===== src/rtl/e1_spare_bits_pkg.sv =====
`timescale 1ns/1ps
package e1_spare_bits_pkg;
  localparam int SA_COUNT    = 5;
  localparam int FRAME_COUNT = 16;
  localparam int SLOT_COUNT  = FRAME_COUNT / 2;
  localparam int SLOT_W      = $clog2(SLOT_COUNT);
  localparam int FRAME_W     = $clog2(FRAME_COUNT);

  typedef struct packed {
    logic              rxCapture;
    logic              rxMidNib;
    logic              rxCommit;
    logic              rxMfBegin;
    logic [SLOT_W-1:0] rxSlot;
    logic              txInsert;
    logic              txLoad;
    logic [SLOT_W-1:0] txSlot;
  } strobeT;
endpackage


===== src/rtl/e1_spare_bits_ctrl.sv =====
`timescale 1ns/1ps
module e1_spare_bits_ctrl
  import e1_spare_bits_pkg::*;
#(
  parameter int FRAMES = FRAME_COUNT
) (
  input  logic   clk,
  input  logic   rstN,
  input  logic   rxValid,
  input  logic   rxMfSync,
  input  logic   txValid,
  input  logic   txMfSync,
  output strobeT st
);
  localparam int FW = $clog2(FRAMES);
  localparam logic [FW-1:0] MID_FRAME  = FW'(FRAMES / 2 - 1);
  localparam logic [FW-1:0] LAST_FRAME = FW'(FRAMES - 1);

  logic [FW-1:0] rxCnt, txCnt, rxFrame, txFrame;
  logic rxLocked, txLocked, rxOn, txOn;

  always_comb begin
    rxFrame = rxMfSync ? '0 : rxCnt;
    txFrame = txMfSync ? '0 : txCnt;
    rxOn    = rxValid && (rxMfSync || rxLocked);
    txOn    = txValid && (txMfSync || txLocked);
    st.rxCapture = rxOn && rxFrame[0];
    st.rxMidNib  = rxOn && (rxFrame == MID_FRAME);
    st.rxCommit  = rxOn && (rxFrame == LAST_FRAME);
    st.rxMfBegin = rxOn && (rxFrame == '0);
    st.rxSlot    = rxFrame[FW-1:1];
    st.txInsert  = txOn && txFrame[0];
    st.txLoad    = txOn && (txFrame == '0);
    st.txSlot    = txFrame[FW-1:1];
  end

  always_ff @(posedge clk) begin
    if (!rstN) begin
      rxCnt <= '0; rxLocked <= 1'b0;
      txCnt <= '0; txLocked <= 1'b0;
    end else begin
      if (rxValid) begin
        if (rxMfSync) begin
          rxCnt <= FW'(1); rxLocked <= 1'b1;
        end else if (rxLocked) begin
          rxCnt <= rxCnt + 1'b1;
        end
      end
      if (txValid) begin
        if (txMfSync) begin
          txCnt <= FW'(1); txLocked <= 1'b1;
        end else if (txLocked) begin
          txCnt <= txCnt + 1'b1;
        end
      end
    end
  end


  commit_on_odd_chk: assert property (@(posedge clk) disable iff (!rstN)
    st.rxCommit |-> st.rxCapture);

  unlocked_idle_chk: assert property (@(posedge clk) disable iff (!rstN)
    (!rxLocked && !rxMfSync) |-> !st.rxMfBegin);
endmodule


===== src/rtl/e1_spare_bits_datapath.sv =====
`timescale 1ns/1ps
module e1_spare_bits_datapath
  import e1_spare_bits_pkg::*;
#(
  parameter int SA    = SA_COUNT,
  parameter int SLOTS = SLOT_COUNT
) (
  input  logic              clk,
  input  logic              rstN,
  input  strobeT            st,
  input  logic [7:0]        rxOctet,
  input  logic              txValid,
  input  logic [7:0]        txOctet,
  input  logic [SA-1:0]     dlSel,
  input  logic [SA-1:0]     dlBits,
  input  logic [SA-1:0]     transpSel,
  input  logic              txWrEn,
  input  logic [2:0]        txWrSel,
  input  logic [SLOTS-1:0]  txWrData,
  input  logic [SA-2:0]     cosBitEn,
  input  logic [SA-1:0]     cosNibEn,
  input  logic [2:0]        stsClear,
  output logic [SA*SLOTS-1:0] rxSaBufs,
  output logic [2:0]        irqStatus,
  output logic              txLineValid,
  output logic [7:0]        txLineOctet
);
  localparam int HALF = SLOTS / 2;
  localparam logic [SLOT_W-1:0] LAST_SLOT = SLOT_W'(SLOTS - 1);

  logic [SLOTS-1:0] rxShadow [SA];
  logic [SLOTS-1:0] rxBuf    [SA];
  logic [SLOTS-1:0] nextByte [SA];
  logic [SLOTS-1:0] txBuf    [SA];
  logic [SLOTS-1:0] txAct    [SA];
  logic primed, bitChg, hiChg, loChg;
  logic [2:0] setVec;
  logic [7:0] txBuilt;

  // receive: merge the incoming spare bits into a copy of the shadow
  always_comb begin
    for (int k = 0; k < SA; k++) begin
      nextByte[k] = rxShadow[k];
      if (st.rxCapture)
        nextByte[k][LAST_SLOT - st.rxSlot] = rxOctet[SA-1-k];
    end
  end

  // change-of-state comparison against the previous multiframe
  always_comb begin
    bitChg = 1'b0;
    hiChg  = 1'b0;
    loChg  = 1'b0;
    for (int k = 1; k < SA; k++)
      if (cosBitEn[SA-1-k] && (nextByte[k] != rxBuf[k])) bitChg = 1'b1;
    for (int k = 0; k < SA; k++) begin
      if (cosNibEn[SA-1-k] && (nextByte[k][SLOTS-1:HALF] != rxBuf[k][SLOTS-1:HALF]))
        hiChg = 1'b1;
      if (cosNibEn[SA-1-k] && (nextByte[k][HALF-1:0] != rxBuf[k][HALF-1:0]))
        loChg = 1'b1;
    end
    setVec[0] = st.rxMfBegin;
    setVec[1] = primed && st.rxCommit && bitChg;
    setVec[2] = primed && ((st.rxMidNib && hiChg) || (st.rxCommit && loChg));
  end

  always_ff @(posedge clk) begin
    if (!rstN) begin
      for (int k = 0; k < SA; k++) begin
        rxShadow[k] <= '0;
        rxBuf[k]    <= '0;
      end
      primed    <= 1'b0;
      irqStatus <= '0;
    end else begin
      if (st.rxCapture)
        for (int k = 0; k < SA; k++) rxShadow[k] <= nextByte[k];
      if (st.rxCommit) begin
        for (int k = 0; k < SA; k++) rxBuf[k] <= nextByte[k];
        primed <= 1'b1;
      end
      irqStatus <= (irqStatus & ~stsClear) | setVec;
    end
  end

  generate
    for (genvar k = 0; k < SA; k++) begin : g_flat
      assign rxSaBufs[k*SLOTS +: SLOTS] = rxBuf[k];
    end
  endgenerate

  // transmit: processor bytes, snapshot at frame 0
  always_ff @(posedge clk) begin
    if (!rstN) begin
      for (int k = 0; k < SA; k++) begin
        txBuf[k] <= '0;
        txAct[k] <= '0;
      end
    end else begin
      if (txWrEn && (int'(txWrSel) < SA)) txBuf[txWrSel] <= txWrData;
      if (st.txLoad)
        for (int k = 0; k < SA; k++) txAct[k] <= txBuf[k];
    end
  end

  always_comb begin
    txBuilt = txOctet;
    if (st.txInsert) begin
      for (int p = 0; p < SA; p++) begin
        if (dlSel[p])
          txBuilt[p] = dlBits[p];
        else if (!transpSel[p])
          txBuilt[p] = txAct[SA-1-p][LAST_SLOT - st.txSlot];
      end
    end
  end

  always_ff @(posedge clk) begin
    if (!rstN) begin
      txLineValid <= 1'b0;
      txLineOctet <= '0;
    end else begin
      txLineValid <= txValid;
      if (txValid) txLineOctet <= txBuilt;
    end
  end


  rx_atomic_chk: assert property (@(posedge clk) disable iff (!rstN)
    !st.rxCommit |=> $stable(rxSaBufs));

  mf_status_chk: assert property (@(posedge clk) disable iff (!rstN)
    st.rxMfBegin |=> irqStatus[0]);

  bit_cos_commit_chk: assert property (@(posedge clk) disable iff (!rstN)
    $rose(irqStatus[1]) |-> $past(st.rxCommit));

  w1c_clear_chk: assert property (@(posedge clk) disable iff (!rstN)
    (stsClear[0] && !st.rxMfBegin) |=> !irqStatus[0]);

  tx_latency_chk: assert property (@(posedge clk) disable iff (!rstN)
    txValid |=> txLineValid);
endmodule


===== src/rtl/e1_spare_bits.sv =====
`timescale 1ns/1ps
module e1_spare_bits
  import e1_spare_bits_pkg::*;
(
  input  logic        clk,
  input  logic        rstN,
  input  logic        rxValid,
  input  logic        rxMfSync,
  input  logic [7:0]  rxOctet,
  input  logic        txValid,
  input  logic        txMfSync,
  input  logic [7:0]  txOctet,
  input  logic [4:0]  dlSel,
  input  logic [4:0]  dlBits,
  input  logic [4:0]  transpSel,
  input  logic        txWrEn,
  input  logic [2:0]  txWrSel,
  input  logic [7:0]  txWrData,
  input  logic [3:0]  cosBitEn,
  input  logic [4:0]  cosNibEn,
  input  logic [2:0]  irqMask,
  input  logic [2:0]  stsClear,
  output logic [39:0] rxSaBufs,
  output logic [2:0]  irqStatus,
  output logic        irq,
  output logic        txLineValid,
  output logic [7:0]  txLineOctet
);
  strobeT st;

  e1_spare_bits_ctrl #(.FRAMES(FRAME_COUNT)) u_ctrl (
    .clk(clk), .rstN(rstN), .rxValid(rxValid), .rxMfSync(rxMfSync),
    .txValid(txValid), .txMfSync(txMfSync), .st(st)
  );

  e1_spare_bits_datapath #(.SA(SA_COUNT), .SLOTS(SLOT_COUNT)) u_dp (
    .clk(clk), .rstN(rstN), .st(st), .rxOctet(rxOctet),
    .txValid(txValid), .txOctet(txOctet), .dlSel(dlSel), .dlBits(dlBits),
    .transpSel(transpSel), .txWrEn(txWrEn), .txWrSel(txWrSel),
    .txWrData(txWrData), .cosBitEn(cosBitEn), .cosNibEn(cosNibEn),
    .stsClear(stsClear), .rxSaBufs(rxSaBufs), .irqStatus(irqStatus),
    .txLineValid(txLineValid), .txLineOctet(txLineOctet)
  );

  assign irq = |(irqStatus & irqMask);
endmodule


===== config.mk =====
export PLATFORM = sky130hd
export DESIGN_NAME = e1_spare_bits
export DESIGN_NICKNAME = d
export VERILOG_FILES = /design/src/rtl/e1_spare_bits_pkg.sv /design/src/rtl/e1_spare_bits_ctrl.sv /design/src/rtl/e1_spare_bits_datapath.sv /design/src/rtl/e1_spare_bits.sv
export SDC_FILE = /design/constraint.sdc
export NUM_CORES = 1
export LEC_CHECK = 0
export ABC_AREA = 1
export BUFFER_PORTS_ARGS = -buffer_cell sky130_fd_sc_hd__buf_2
export CORE_ASPECT_RATIO = 1.25
export CORE_MARGIN = 3
export CORE_UTILIZATION = 61
export DETAILED_ROUTE_END_ITERATION = 10
export PLACE_DENSITY = 0.83
export SYNTH_ARGS = -nofsm -noshare
export SYNTH_HDL_FRONTEND = slang
export SYNTH_HIERARCHICAL = 1
export SYNTH_SLANG_ARGS = --single-unit

===== constraint.sdc =====
create_clock -name clk -period 3.5 [get_ports clk]
set_input_delay 0.35 -clock clk [delete_from_list [all_inputs] [get_ports clk]]
set_output_delay 0.35 -clock clk [all_outputs]
set_load 0.1 [all_outputs]

==> impl_metrics.xml, run 1 <==
<?xml version="1.0" encoding="UTF-8"?>
<metrics>
  <group name="run_status">
    <metric name="run_status" unit="">completed</metric>
  </group>
  <group name="clock_tree">
    <metric name="worst_skew_pair.late_latency" unit="ns">0.43</metric>
    <metric name="clockRootBuffer" unit="">clkbuf_16</metric>
    <metric name="post_cts_buffers" unit="">0</metric>
    <metric name="cts_buffer_depth" unit="">2</metric>
    <metric name="clock_sinks" unit="">183</metric>
    <metric name="clk_transition_reported_paths" unit="ns">0.07</metric>
    <metric name="numCtsBuffers" unit="">17</metric>
    <metric name="cts_resized" unit="">0</metric>
    <metric name="cts_htree_levels" unit="">4</metric>
    <metric name="cts.hold.buffers_added" unit="">0</metric>
    <metric name="cts_tree" unit="">done</metric>
  </group>
  <group name="synthesis">
    <metric name="synth.top_cell.area_share" unit="%">52.4</metric>
    <metric name="synth_enable_flop_cells" unit="">160</metric>
    <metric name="netlist_top_cells_count" unit="">303 x nand2_1, 238 x nor2_1, 181 x inv_1, 160 x edfxtp_1, 80 x nand3_1</metric>
    <metric name="synth_top_cell_by_area" unit="">edfxtp_1</metric>
    <metric name="synthCells" unit="">1121</metric>
    <metric name="yosysUniqueCellTypes" unit="">28</metric>
    <metric name="seq_area_frac_synth" unit="%">57.5</metric>
    <metric name="top_count_cell_post_synth" unit="">nand2_1</metric>
    <metric name="synth_top_cells_by_area" unit="">edfxtp_1 52%, nand2_1 12%, nor2_1 9.8%</metric>
    <metric name="avgSynthCellArea" unit="µm²">8.17</metric>
    <metric name="synth.yosys.warnings" unit="">6</metric>
    <metric name="synth.ff_latch_count" unit="">183</metric>
    <metric name="syn_nets" unit="">1187</metric>
    <metric name="ys_async_sr_fraction" unit="%">0</metric>
    <metric name="netlist_area" unit="mm²">0.00916</metric>
    <metric name="synth_top_flop_cell" unit="">edfxtp_1</metric>
  </group>
  <group name="power_and_ir_drop">
    <metric name="power.density_cell_area" unit="mW/mm²">465</metric>
    <metric name="power.ir.vdd_worst" unit="mV">0.314</metric>
    <metric name="static-leakage-power" unit="µW">0.00502</metric>
  </group>
  <group name="placed_design">
    <metric name="placedCellCount" unit="">1400</metric>
    <metric name="port_buffers" unit="">113</metric>
    <metric name="pre_cts_slack" unit="ns">0.669</metric>
    <metric name="globalplace.congestion" unit="">0.886</metric>
    <metric name="place_hpwl" unit="mm">16.0</metric>
  </group>
  <group name="cells_and_area">
    <metric name="count_of_fill_cells_added_during_filler_insertion" unit="">1104</metric>
    <metric name="post_route_cells_drive_above_1_share" unit="%">14.0</metric>
    <metric name="insertedDiodeCount" unit="">0</metric>
    <metric name="final_core_utilization" unit="%">72.2</metric>
    <metric name="finalNetCount" unit="">1307</metric>
    <metric name="final-instance-count-excl-fill" unit="">1432</metric>
    <metric name="layout-area-overhead-vs-synth" unit="%">14.6</metric>
  </group>
  <group name="drt">
    <metric name="routed_wl" unit="mm">22.6</metric>
    <metric name="vias_per_cell" unit="">5.45</metric>
    <metric name="drtAntennaViolNets" unit="">0</metric>
    <metric name="detailedRoute.firstIterationViolations" unit="">649</metric>
    <metric name="detailroute.via_count" unit="">7803</metric>
    <metric name="drcViolationCount" unit="">0</metric>
    <metric name="routedWlPerCell" unit="µm">15.8</metric>
    <metric name="drt-pass1-iter-count" unit="">5</metric>
  </group>
  <group name="critical_path">
    <metric name="worstPathArrival" unit="ns">3.13</metric>
    <metric name="endpoint_type_of_the_worst_setup_path" unit="">flip-flop</metric>
    <metric name="critPathMaxStageDelay" unit="ns">0.48</metric>
    <metric name="critPathMaxFanout" unit="">11</metric>
    <metric name="critical_path.slowest_cell" unit="">dfxtp_1</metric>
    <metric name="worst_path_most_repeated_cell" unit="">nand2_1</metric>
    <metric name="timing.setup.critical_path_class" unit="">flip-flop to flip-flop</metric>
    <metric name="critPathLaunchType" unit="">flip-flop</metric>
    <metric name="worstPathRequired" unit="ns">3.81</metric>
    <metric name="crit_path_cell_trace" unit="">nand2_1 -&gt; inv_1 -&gt; nand2_1 -&gt; inv_1 -&gt; nand2_1 -&gt; nand2_1 -&gt; nand3_1 -&gt; nand2_1 -&gt; nand2_1 -&gt; nor2_1 -&gt; nand2_1 -&gt; nand2_1 -&gt; nand2_1 -&gt; o21ai_1 -&gt; a21oi_1</metric>
  </group>
  <group name="die">
    <metric name="floorplan.initialDensity" unit="%">63.1</metric>
    <metric name="die_w" unit="µm">116</metric>
    <metric name="die_height" unit="µm">143</metric>
    <metric name="die-area" unit="mm²">0.0165</metric>
    <metric name="num_io_pins" unit="">117</metric>
    <metric name="floorplan.core_area" unit="mm²">0.0145</metric>
    <metric name="placement_rows" unit="">49</metric>
  </group>
  <group name="timing">
    <metric name="total_count_of_hold_check_failures_in_the_final_report" unit="">0</metric>
    <metric name="fmax" unit="MHz">354</metric>
    <metric name="fin_worst_hold_slack" unit="ns">0.145</metric>
    <metric name="finalSetupTns" unit="ns">0</metric>
    <metric name="maxSlewViolCount" unit="">0</metric>
    <metric name="post-route-worst-setup-slack" unit="ns">0.678</metric>
    <metric name="worst-slew-pin-transition" unit="ns">0.926</metric>
    <metric name="period_minus_ws_final" unit="ns">2.82</metric>
    <metric name="setup_viol" unit="">0</metric>
    <metric name="final_period_utilization" unit="%">80.6</metric>
    <metric name="maxSlewHeadroom" unit="%">38.3</metric>
    <metric name="skew" unit="ns">0.00613</metric>
    <metric name="grt_setup_unrepaired" unit="">false</metric>
  </group>
  <group name="global_routing">
    <metric name="grt_antenna_before_repair" unit="">0</metric>
    <metric name="maximum_number_of_pins_on_one_net_before_global_route_repair" unit="">42</metric>
    <metric name="first_pass_grt_wire_length" unit="mm">35.8</metric>
    <metric name="globalRouteTotalUtil" unit="%">28.3</metric>
    <metric name="grt_overflow_total" unit="">0</metric>
    <metric name="first_global_vias" unit="">7486</metric>
  </group>
  <group name="job">
    <metric name="count_of_max_cap_constraint_violations" unit="">0</metric>
  </group>
  <group name="min_path">
    <metric name="hold_path.class" unit="">input port to flip-flop</metric>
  </group>
</metrics>
-- per-stage QoR --
stage / cell area (µm²) / power, µW
2_1_floorplan: 9160 / 2980
3_3_place_gp: 9940 / 3110
3_5_place_dp: 9940 / 3130
4_1_cts: 10500 / 4920
5_1_grt: 10500 / 5060
6_report: 10500 / 4880
-- cells in the final DEF (no fill, tap or decap), types with 6 or more instances in the layout --
master / count
nand2_1: 301
nor2_1: 238
inv_1: 181
edfxtp_1: 160
buf_2: 113
nand3_1: 80
o21ai_0: 36
dfxtp_1: 23
a21oi_1: 21
clkbuf_16: 17
buf_4: 11
nand2_2: 9
nand4_1: 8
o22ai_1: 6
nand3b_1: 6
o211ai_1: 6
-- routing by layer --
metal	part of all wire (%)	track usage, %
met5	0	0
met1	37	31.5
met2	50	49.4
met4	5.6	17.3
met3	7.7	5.81
-- worst max-delay path: cells and delay by family (launching register included) --
family	cells	cell delay (ns)
compound gates	2	0.36
flops	1	0.48
buf+inv	2	0.45
simple gates	11	1.40
-- worst paths after layout --
kind                                      start             endpoint  slack (ns)  depth (start not counted)
worst max-delay path            u_ctrl/rxCnt[1]    u_dp/irqStatus[1]        0.68                         15
worst min-delay path                 txOctet[7]  u_dp/txLineOctet[7]        0.15                          3
worst max register to register  u_ctrl/rxCnt[1]    u_dp/irqStatus[1]        0.68                         15
worst min register to register  u_ctrl/txLocked      u_ctrl/txLocked        0.45                          2
-- state kept, by name (all words and copies together), names as in the netlist --
register / cells
u_dp/txLineValid: 1
u_dp/primed: 1
u_dp/txLineOctet: 8
u_dp/rxShadow: 40
u_dp/txAct: 40
u_ctrl/rxLocked: 1
u_dp/txBuf: 40
u_dp/irqStatus: 3
u_ctrl/txCnt: 4
u_ctrl/rxCnt: 4
u_ctrl/txLocked: 1
u_dp/rxBuf: 40
-- cells by family after synthesis --
group	after synthesis	synth area share (%)
adder cells (fa/ha/maj)	2	0.273
flip-flops	183	57.5
buffers and inverters	207	8.56
AND/OR/NAND/NOR	653	29.2
AO/OA/AOI/OAI	76	4.49
-- layout make-up --
class	count	area (µm²)	area share [%]
multi-input cells	731	3120	29.7
inverters	184	691	6.58
repair buffers	124	648	6.17
clock buffers	18	429	4.09
flip-flops and latches	183	5270	50.2
clock inverters	14	124	1.18
well taps	178	223	2.12
-- where the power goes --
part | switching, µW | internal (µW) | total, µW
Combinational | 428 | 123 | 552
Clock | 816 | 982 | 1800
Sequential | 44.8 | 2490 | 2540
Note: power is estimated with default switching activity, not from simulation.
==> run 2, diff against run 1 <==
CORE_UTILIZATION = 58   (was 61)
PLACE_DENSITY = 0.8   (was 0.83)
clock period = 2.8 ns   (was 3.5 ns; I/O delays follow)
==> run 2 against run 1 <==
  * Combinational power rose by 25%
  * Largest power group unchanged
  * Power rose by 27%
  * First-iteration DRC count rose by 19%
  * Global-route usage fell by 2.5 points
  * Largest cell class unchanged
  * Via count fell by 0.19%
  * Critical path depth rose by 1
  * Highest routed layer unchanged
  * Worst hold slack got worse by 0.058 ns
  * Wire length fell by 0.44%
==> impl_metrics.xml, run 2 (same netlist as run 1, synthesis figures left out) <==
<?xml version="1.0" encoding="UTF-8"?>
<metrics>
  <group name="run_status">
    <metric name="run_status" unit="">completed</metric>
  </group>
  <group name="drt">
    <metric name="met3_wirelength" unit="mm">1.70</metric>
    <metric name="routed_wl" unit="mm">22.5</metric>
    <metric name="drtAntennaViolNets" unit="">0</metric>
    <metric name="detailedRoute.firstIterationViolations" unit="">771</metric>
    <metric name="drt-pass1-iter-count" unit="">6</metric>
    <metric name="drcViolationCount" unit="">0</metric>
    <metric name="routedWlPerCell" unit="µm">15.2</metric>
    <metric name="met2RoutedLength" unit="mm">11.7</metric>
    <metric name="detailroute.via_count" unit="">7788</metric>
    <metric name="top_layer_used" unit="">met4</metric>
    <metric name="vias_per_cell" unit="">5.25</metric>
    <metric name="wl_met1" unit="mm">8.45</metric>
  </group>
  <group name="timing">
    <metric name="maxSlewHeadroom" unit="%">27.1</metric>
    <metric name="period_minus_ws_final" unit="ns">2.70</metric>
    <metric name="setup_viol" unit="">0</metric>
    <metric name="fmax" unit="MHz">371</metric>
    <metric name="total_count_of_hold_check_failures_in_the_final_report" unit="">0</metric>
    <metric name="final_period_utilization" unit="%">96.4</metric>
    <metric name="skew" unit="ns">0.0101</metric>
    <metric name="finalSetupTns" unit="ns">0</metric>
    <metric name="worst-slew-pin-transition" unit="ns">1.09</metric>
    <metric name="maxSlewViolCount" unit="">0</metric>
  </group>
  <group name="clock_tree">
    <metric name="cts_tree" unit="">done</metric>
    <metric name="cts_htree_levels" unit="">4</metric>
    <metric name="clock_sinks" unit="">183</metric>
    <metric name="clockRootBuffer" unit="">clkbuf_16</metric>
    <metric name="clk_transition_reported_paths" unit="ns">0.07</metric>
    <metric name="post_cts_buffers" unit="">0</metric>
    <metric name="cts.hold.buffers_added" unit="">0</metric>
    <metric name="cts_buffer_depth" unit="">2</metric>
    <metric name="worst_skew_pair.late_latency" unit="ns">0.43</metric>
    <metric name="cts_resized" unit="">0</metric>
    <metric name="numCtsBuffers" unit="">17</metric>
  </group>
  <group name="min_path">
    <metric name="holdCritStartpoint" unit="">txOctet[6]</metric>
    <metric name="hold_path.class" unit="">input port to flip-flop</metric>
    <metric name="min_path_cells" unit="">3</metric>
    <metric name="min_delay_worst_endpoint" unit="">u_dp/txLineOctet[6]</metric>
  </group>
  <group name="cells_and_area">
    <metric name="layout-area-overhead-vs-synth" unit="%">16.9</metric>
    <metric name="post_route_cells_drive_above_1_share" unit="%">15.5</metric>
    <metric name="layout.cell_area.non_filler" unit="mm²">0.0107</metric>
    <metric name="final_common_cell" unit="">nand2_1</metric>
    <metric name="layout.cells.most_common_list" unit="">301 x nand2_1, 236 x nor2_1, 180 x inv_1, 160 x edfxtp_1, 113 x buf_2</metric>
    <metric name="finalNetCount" unit="">1328</metric>
    <metric name="count_of_fill_cells_added_during_filler_insertion" unit="">1203</metric>
    <metric name="final_core_utilization" unit="%">70.5</metric>
    <metric name="insertedDiodeCount" unit="">0</metric>
  </group>
  <group name="critical_path">
    <metric name="worstPathRequired" unit="ns">3.10</metric>
    <metric name="critPathLaunchType" unit="">flip-flop</metric>
    <metric name="regToRegSetupSlack" unit="ns">0.10</metric>
    <metric name="reg2regPathDepth" unit="">16</metric>
    <metric name="timing.setup.critical_path_class" unit="">flip-flop to flip-flop</metric>
    <metric name="critical_path.reg2reg.startpoint" unit="">u_ctrl/rxCnt[0]</metric>
    <metric name="worstPathArrival" unit="ns">3.00</metric>
    <metric name="critPathMaxFanout" unit="">5</metric>
    <metric name="worst_r2r_endpoint" unit="">u_dp/irqStatus[1]</metric>
    <metric name="endpoint_type_of_the_worst_setup_path" unit="">flip-flop</metric>
  </group>
  <group name="die">
    <metric name="num_io_pins" unit="">117</metric>
    <metric name="die_w" unit="µm">118</metric>
    <metric name="placement_rows" unit="">50</metric>
    <metric name="die-area" unit="mm²">0.0174</metric>
    <metric name="floorplan.initialDensity" unit="%">60.3</metric>
    <metric name="die_height" unit="µm">147</metric>
    <metric name="floorplan.core_area" unit="mm²">0.0152</metric>
  </group>
  <group name="power_and_ir_drop">
    <metric name="power.density_cell_area" unit="mW/mm²">577</metric>
    <metric name="static-leakage-power" unit="µW">0.00512</metric>
    <metric name="pwr-share-clk" unit="%">37.6</metric>
    <metric name="pwr-share-comb" unit="%">11.2</metric>
    <metric name="cell_internal_pwr" unit="µW">4580</metric>
    <metric name="total_power" unit="µW">6180</metric>
    <metric name="sw_frac_of_total" unit="%">25.9</metric>
    <metric name="power.ir.vdd_worst" unit="mV">0.460</metric>
    <metric name="power.sequential.fraction" unit="%">51.3</metric>
    <metric name="net_sw_power" unit="µW">1600</metric>
  </group>
  <group name="global_routing">
    <metric name="first_global_vias" unit="">7365</metric>
    <metric name="globalRouteTotalUtil" unit="%">25.8</metric>
    <metric name="first_pass_grt_wire_length" unit="mm">35.4</metric>
    <metric name="grt_overflow_total" unit="">0</metric>
    <metric name="grt_antenna_before_repair" unit="">0</metric>
    <metric name="maximum_number_of_pins_on_one_net_before_global_route_repair" unit="">42</metric>
  </group>
  <group name="placed_design">
    <metric name="placedInstanceArea" unit="mm²">0.0101</metric>
    <metric name="place_hpwl" unit="mm">15.8</metric>
    <metric name="port_buffers" unit="">113</metric>
    <metric name="globalplace.congestion" unit="">0.907</metric>
  </group>
  <group name="job">
    <metric name="count_of_max_cap_constraint_violations" unit="">0</metric>
  </group>
</metrics>
## run 2: area by class of cell
type | instances | area [µm²] | area share (%)
well taps | 208 | 260 | 2.43
repair buffers | 145 | 806 | 7.52
clock buffers | 20 | 437 | 4.08
inverters | 184 | 691 | 6.45
flip-flops and latches | 183 | 5270 | 49.2
multi-input cells | 731 | 3120 | 29.2
clock inverters | 12 | 129 | 1.20
## run 2: routing by layer
layer  global-route usage [%]  vias up
met5                        0        -
met4                     10.6        0
met3                     5.42       62
met2                     47.6      351
met1                     28.7     3541
li1                         -     3834
## run 2: worst max-delay path by stage
stage                 startpoint                 to  cells after the start
3_5_place_dp            rxMfSync  u_dp/irqStatus[1]                     17
6_report         u_ctrl/rxCnt[0]  u_dp/irqStatus[1]                     16
2_1_floorplan  u_dp/irqStatus[1]                irq                      2
4_1_cts          u_ctrl/rxLocked  u_dp/irqStatus[1]                     15
3_3_place_gp            rxMfSync  u_dp/irqStatus[1]                     18
5_1_grt          u_ctrl/rxCnt[0]  u_dp/irqStatus[1]                     16
## run 2: through the flow
step / setup slack [ns] / hold WS, ns / instances
finish: 0.102 / 0.0871 / 1483
global route: -0.000829 / 0.104 / 1483
CTS: 0.0623 / 0.0734 / 1483
detailed placement: -0.0398 / 0.443 / 1451
global placement: 0.0962 / 0.436 / 1451
floorplan: 0.682 / 0.415 / 1121
## run 2: power by group through the flow
stage / sequential (µW) / combinational [µW] / clock, µW
after floorplan: 3440 / 285 / 0
after global placement: 3220 / 671 / 0
after detailed placement: 3230 / 682 / 0
after CTS: 3170 / 688 / 2350
after global routing: 3190 / 747 / 2450
final: 3170 / 690 / 2320
## run 2: critical path, stage by stage (launching register included)
cell and delay (ns):
dfxtp_1 0.39, nand2_1 0.11, nor2_2 0.18, nand2_1 0.19
nor2_1 0.40, buf_4 0.22, nand2_1 0.08, nand3b_1 0.12
nand2_1 0.07, nor2_1 0.10, nand2_1 0.11, inv_1 0.07
nand2_1 0.05, nand2_1 0.05, nand2_1 0.06, o21ai_1 0.27
a21oi_1 0.11
==> run 3, diff against run 2 <==
BUFFER_PORTS_ARGS = -buffer_cell sky130_fd_sc_hd__buf_4   (was -buffer_cell sky130_fd_sc_hd__buf_2)
CORE_ASPECT_RATIO = unset   (was 1.25)
==> run 3 against run 2 <==
  * Clock skew is 0.0018 ns lower
  * Sequential power about the same
  * Via count fell by 1.1%
  * Non-clock buffer count shrank 10
  * Power up 2.0%
  * Final cell count decreased by 0.47%
  * Critical path depth decreased by 1
  * Critical path type unchanged
  * Largest power group unchanged
==> impl_metrics.xml, run 3 (same netlist as run 1, synthesis figures left out) <==
<?xml version="1.0" encoding="UTF-8"?>
<metrics>
  <group name="run_status">
    <metric name="run_status" unit="">completed</metric>
  </group>
  <group name="timing">
    <metric name="skew" unit="ns">0.00825</metric>
    <metric name="worst-slew-pin-transition" unit="ns">0.875</metric>
    <metric name="post-route-worst-setup-slack" unit="ns">0.248</metric>
    <metric name="total_count_of_hold_check_failures_in_the_final_report" unit="">0</metric>
    <metric name="setup_viol" unit="">0</metric>
    <metric name="final_period_utilization" unit="%">91.1</metric>
    <metric name="period_minus_ws_final" unit="ns">2.55</metric>
    <metric name="fmax" unit="MHz">392</metric>
    <metric name="maxSlewViolCount" unit="">0</metric>
    <metric name="finalSetupTns" unit="ns">0</metric>
    <metric name="maxSlewHeadroom" unit="%">41.7</metric>
    <metric name="grt_setup_unrepaired" unit="">false</metric>
  </group>
  <group name="cells_and_area">
    <metric name="final_common_cell" unit="">nand2_1</metric>
    <metric name="count_of_fill_cells_added_during_filler_insertion" unit="">1177</metric>
    <metric name="layout-area-overhead-vs-synth" unit="%">19.7</metric>
    <metric name="finalNetCount" unit="">1318</metric>
    <metric name="post_route_cells_drive_above_1_share" unit="%">15.3</metric>
    <metric name="layout.cells.most_common_list" unit="">301 x nand2_1, 236 x nor2_1, 180 x inv_1, 160 x edfxtp_1, 134 x buf_4</metric>
    <metric name="insertedDiodeCount" unit="">0</metric>
  </group>
  <group name="clock_tree">
    <metric name="cts_htree_levels" unit="">4</metric>
    <metric name="cts_tree" unit="">done</metric>
    <metric name="numCtsBuffers" unit="">17</metric>
    <metric name="post_cts_buffers" unit="">0</metric>
    <metric name="clk_transition_reported_paths" unit="ns">0.07</metric>
    <metric name="clockRootBuffer" unit="">clkbuf_16</metric>
    <metric name="worst_skew_pair.late_latency" unit="ns">0.44</metric>
    <metric name="cts_buffer_depth" unit="">2</metric>
    <metric name="clock_sinks" unit="">183</metric>
  </group>
  <group name="die">
    <metric name="floorplan.initialDensity" unit="%">59.8</metric>
    <metric name="die_height" unit="µm">132</metric>
    <metric name="num_io_pins" unit="">117</metric>
    <metric name="floorplan.core_area" unit="mm²">0.0153</metric>
    <metric name="placement_rows" unit="">45</metric>
    <metric name="die-area" unit="mm²">0.0173</metric>
    <metric name="die_w" unit="µm">132</metric>
  </group>
  <group name="power_and_ir_drop">
    <metric name="power.ir.vdd_worst" unit="mV">0.433</metric>
    <metric name="power.density_cell_area" unit="mW/mm²">575</metric>
    <metric name="total_power" unit="µW">6310</metric>
    <metric name="static-leakage-power" unit="µW">0.00518</metric>
  </group>
  <group name="placed_design">
    <metric name="port_buffers" unit="">113</metric>
    <metric name="globalplace.congestion" unit="">0.889</metric>
    <metric name="pre_cts_slack" unit="ns">0.0533</metric>
    <metric name="place_hpwl" unit="mm">15.6</metric>
  </group>
  <group name="drt">
    <metric name="detailroute.via_count" unit="">7700</metric>
    <metric name="top_layer_used" unit="">met4</metric>
    <metric name="wl_met1" unit="mm">9.92</metric>
    <metric name="drt-pass1-iter-count" unit="">6</metric>
    <metric name="routedWlPerCell" unit="µm">15.0</metric>
    <metric name="vias_per_cell" unit="">5.22</metric>
    <metric name="routed_wl" unit="mm">22.2</metric>
    <metric name="detailedRoute.firstIterationViolations" unit="">700</metric>
    <metric name="drtAntennaViolNets" unit="">0</metric>
    <metric name="drcViolationCount" unit="">0</metric>
    <metric name="met2RoutedLength" unit="mm">9.59</metric>
    <metric name="met3_wirelength" unit="mm">2.11</metric>
  </group>
  <group name="global_routing">
    <metric name="first_pass_grt_wire_length" unit="mm">34.7</metric>
    <metric name="grt_antenna_before_repair" unit="">0</metric>
    <metric name="first_global_vias" unit="">7119</metric>
    <metric name="grt_overflow_total" unit="">0</metric>
    <metric name="globalRouteTotalUtil" unit="%">25.4</metric>
    <metric name="maximum_number_of_pins_on_one_net_before_global_route_repair" unit="">42</metric>
  </group>
  <group name="critical_path">
    <metric name="worstPathRequired" unit="ns">3.12</metric>
    <metric name="worstPathArrival" unit="ns">2.87</metric>
    <metric name="critPathMaxFanout" unit="">6</metric>
    <metric name="critPathLaunchType" unit="">flip-flop</metric>
    <metric name="endpoint_type_of_the_worst_setup_path" unit="">flip-flop</metric>
    <metric name="timing.setup.critical_path_class" unit="">flip-flop to flip-flop</metric>
  </group>
  <group name="min_path">
    <metric name="hold_path.class" unit="">input port to flip-flop</metric>
  </group>
  <group name="job">
    <metric name="count_of_max_cap_constraint_violations" unit="">0</metric>
  </group>
</metrics>
==> run 3: metal layers <==
metal	track usage (%)	vias up
li1	-	3819
met1	36.0	3474
met2	38.6	362
met3	5.32	45
met4	9.80	0
met5	0	-
==> run 3: final timing paths <==
kind,cells past startpoint,slack [ns],from,to
setup / recovery,15,0.25,u_ctrl/rxLocked,u_dp/irqStatus[1]
hold / removal,3,0.07,txOctet[7],u_dp/txLineOctet[7]
setup reg to reg,15,0.25,u_ctrl/rxLocked,u_dp/irqStatus[1]
hold reg to reg,2,0.46,u_ctrl/txLocked,u_ctrl/txLocked
==> run 3: power breakdown <==
group | total (µW) | internal (µW) | leakage [µW] | switching, µW
logic | 728 | 198 | 0.00306 | 531
registers | 3170 | 3110 | 0.00183 | 62.3
clock network | 2410 | 1280 | 0.000290 | 1130
total | 6310 | 4590 | 0.00518 | 1720
==> run 3: what timing repair did <==
action / CTS / global route
hold buffers: 0 / 0
resized for setup: 0 / 5
endpoints found under the setup margin: 0 / 2
==> run 3: stage by stage <==
stage | util (%) | area, µm² | instances | hold WS [ns]
after floorplan | - | 9160 | 1121 | 0.415
after global placement | 67.6 | 10400 | 1444 | 0.438
after detailed placement | 67.6 | 10400 | 1444 | 0.449
after CTS | 71.6 | 11000 | 1476 | 0.0609
after global routing | 71.6 | 11000 | 1476 | 0.0857
final | 71.6 | 11000 | 1476 | 0.0748
==> run 3: worst max-delay path, stage by stage (launching register included) <==
cell and delay (ns):
dfxtp_1 0.38, nand2_2 0.10, nor2_2 0.21, nand2_1 0.17
inv_2 0.16, nand2_1 0.23, nand2_1 0.15, nand3_1 0.07
nand2_1 0.08, nand2_1 0.06, nor2_1 0.24, nand2_1 0.09
nand2_1 0.09, nand2_1 0.06, o21ai_1 0.23, a21oi_1 0.09
==> run 3: final cells by class <==
| cell class | count | area [µm²] | share of cell area (%) |
|---|---|---|---|
| inverter | 184 | 691 | 6.30 |
| clock inverter | 15 | 175 | 1.60 |
| multi-input combinational | 731 | 3120 | 28.5 |
| clock buffer | 17 | 425 | 3.88 |
| timing repair buffer | 135 | 1030 | 9.35 |
| sequential | 183 | 5270 | 48.0 |
| tap | 211 | 264 | 2.41 |
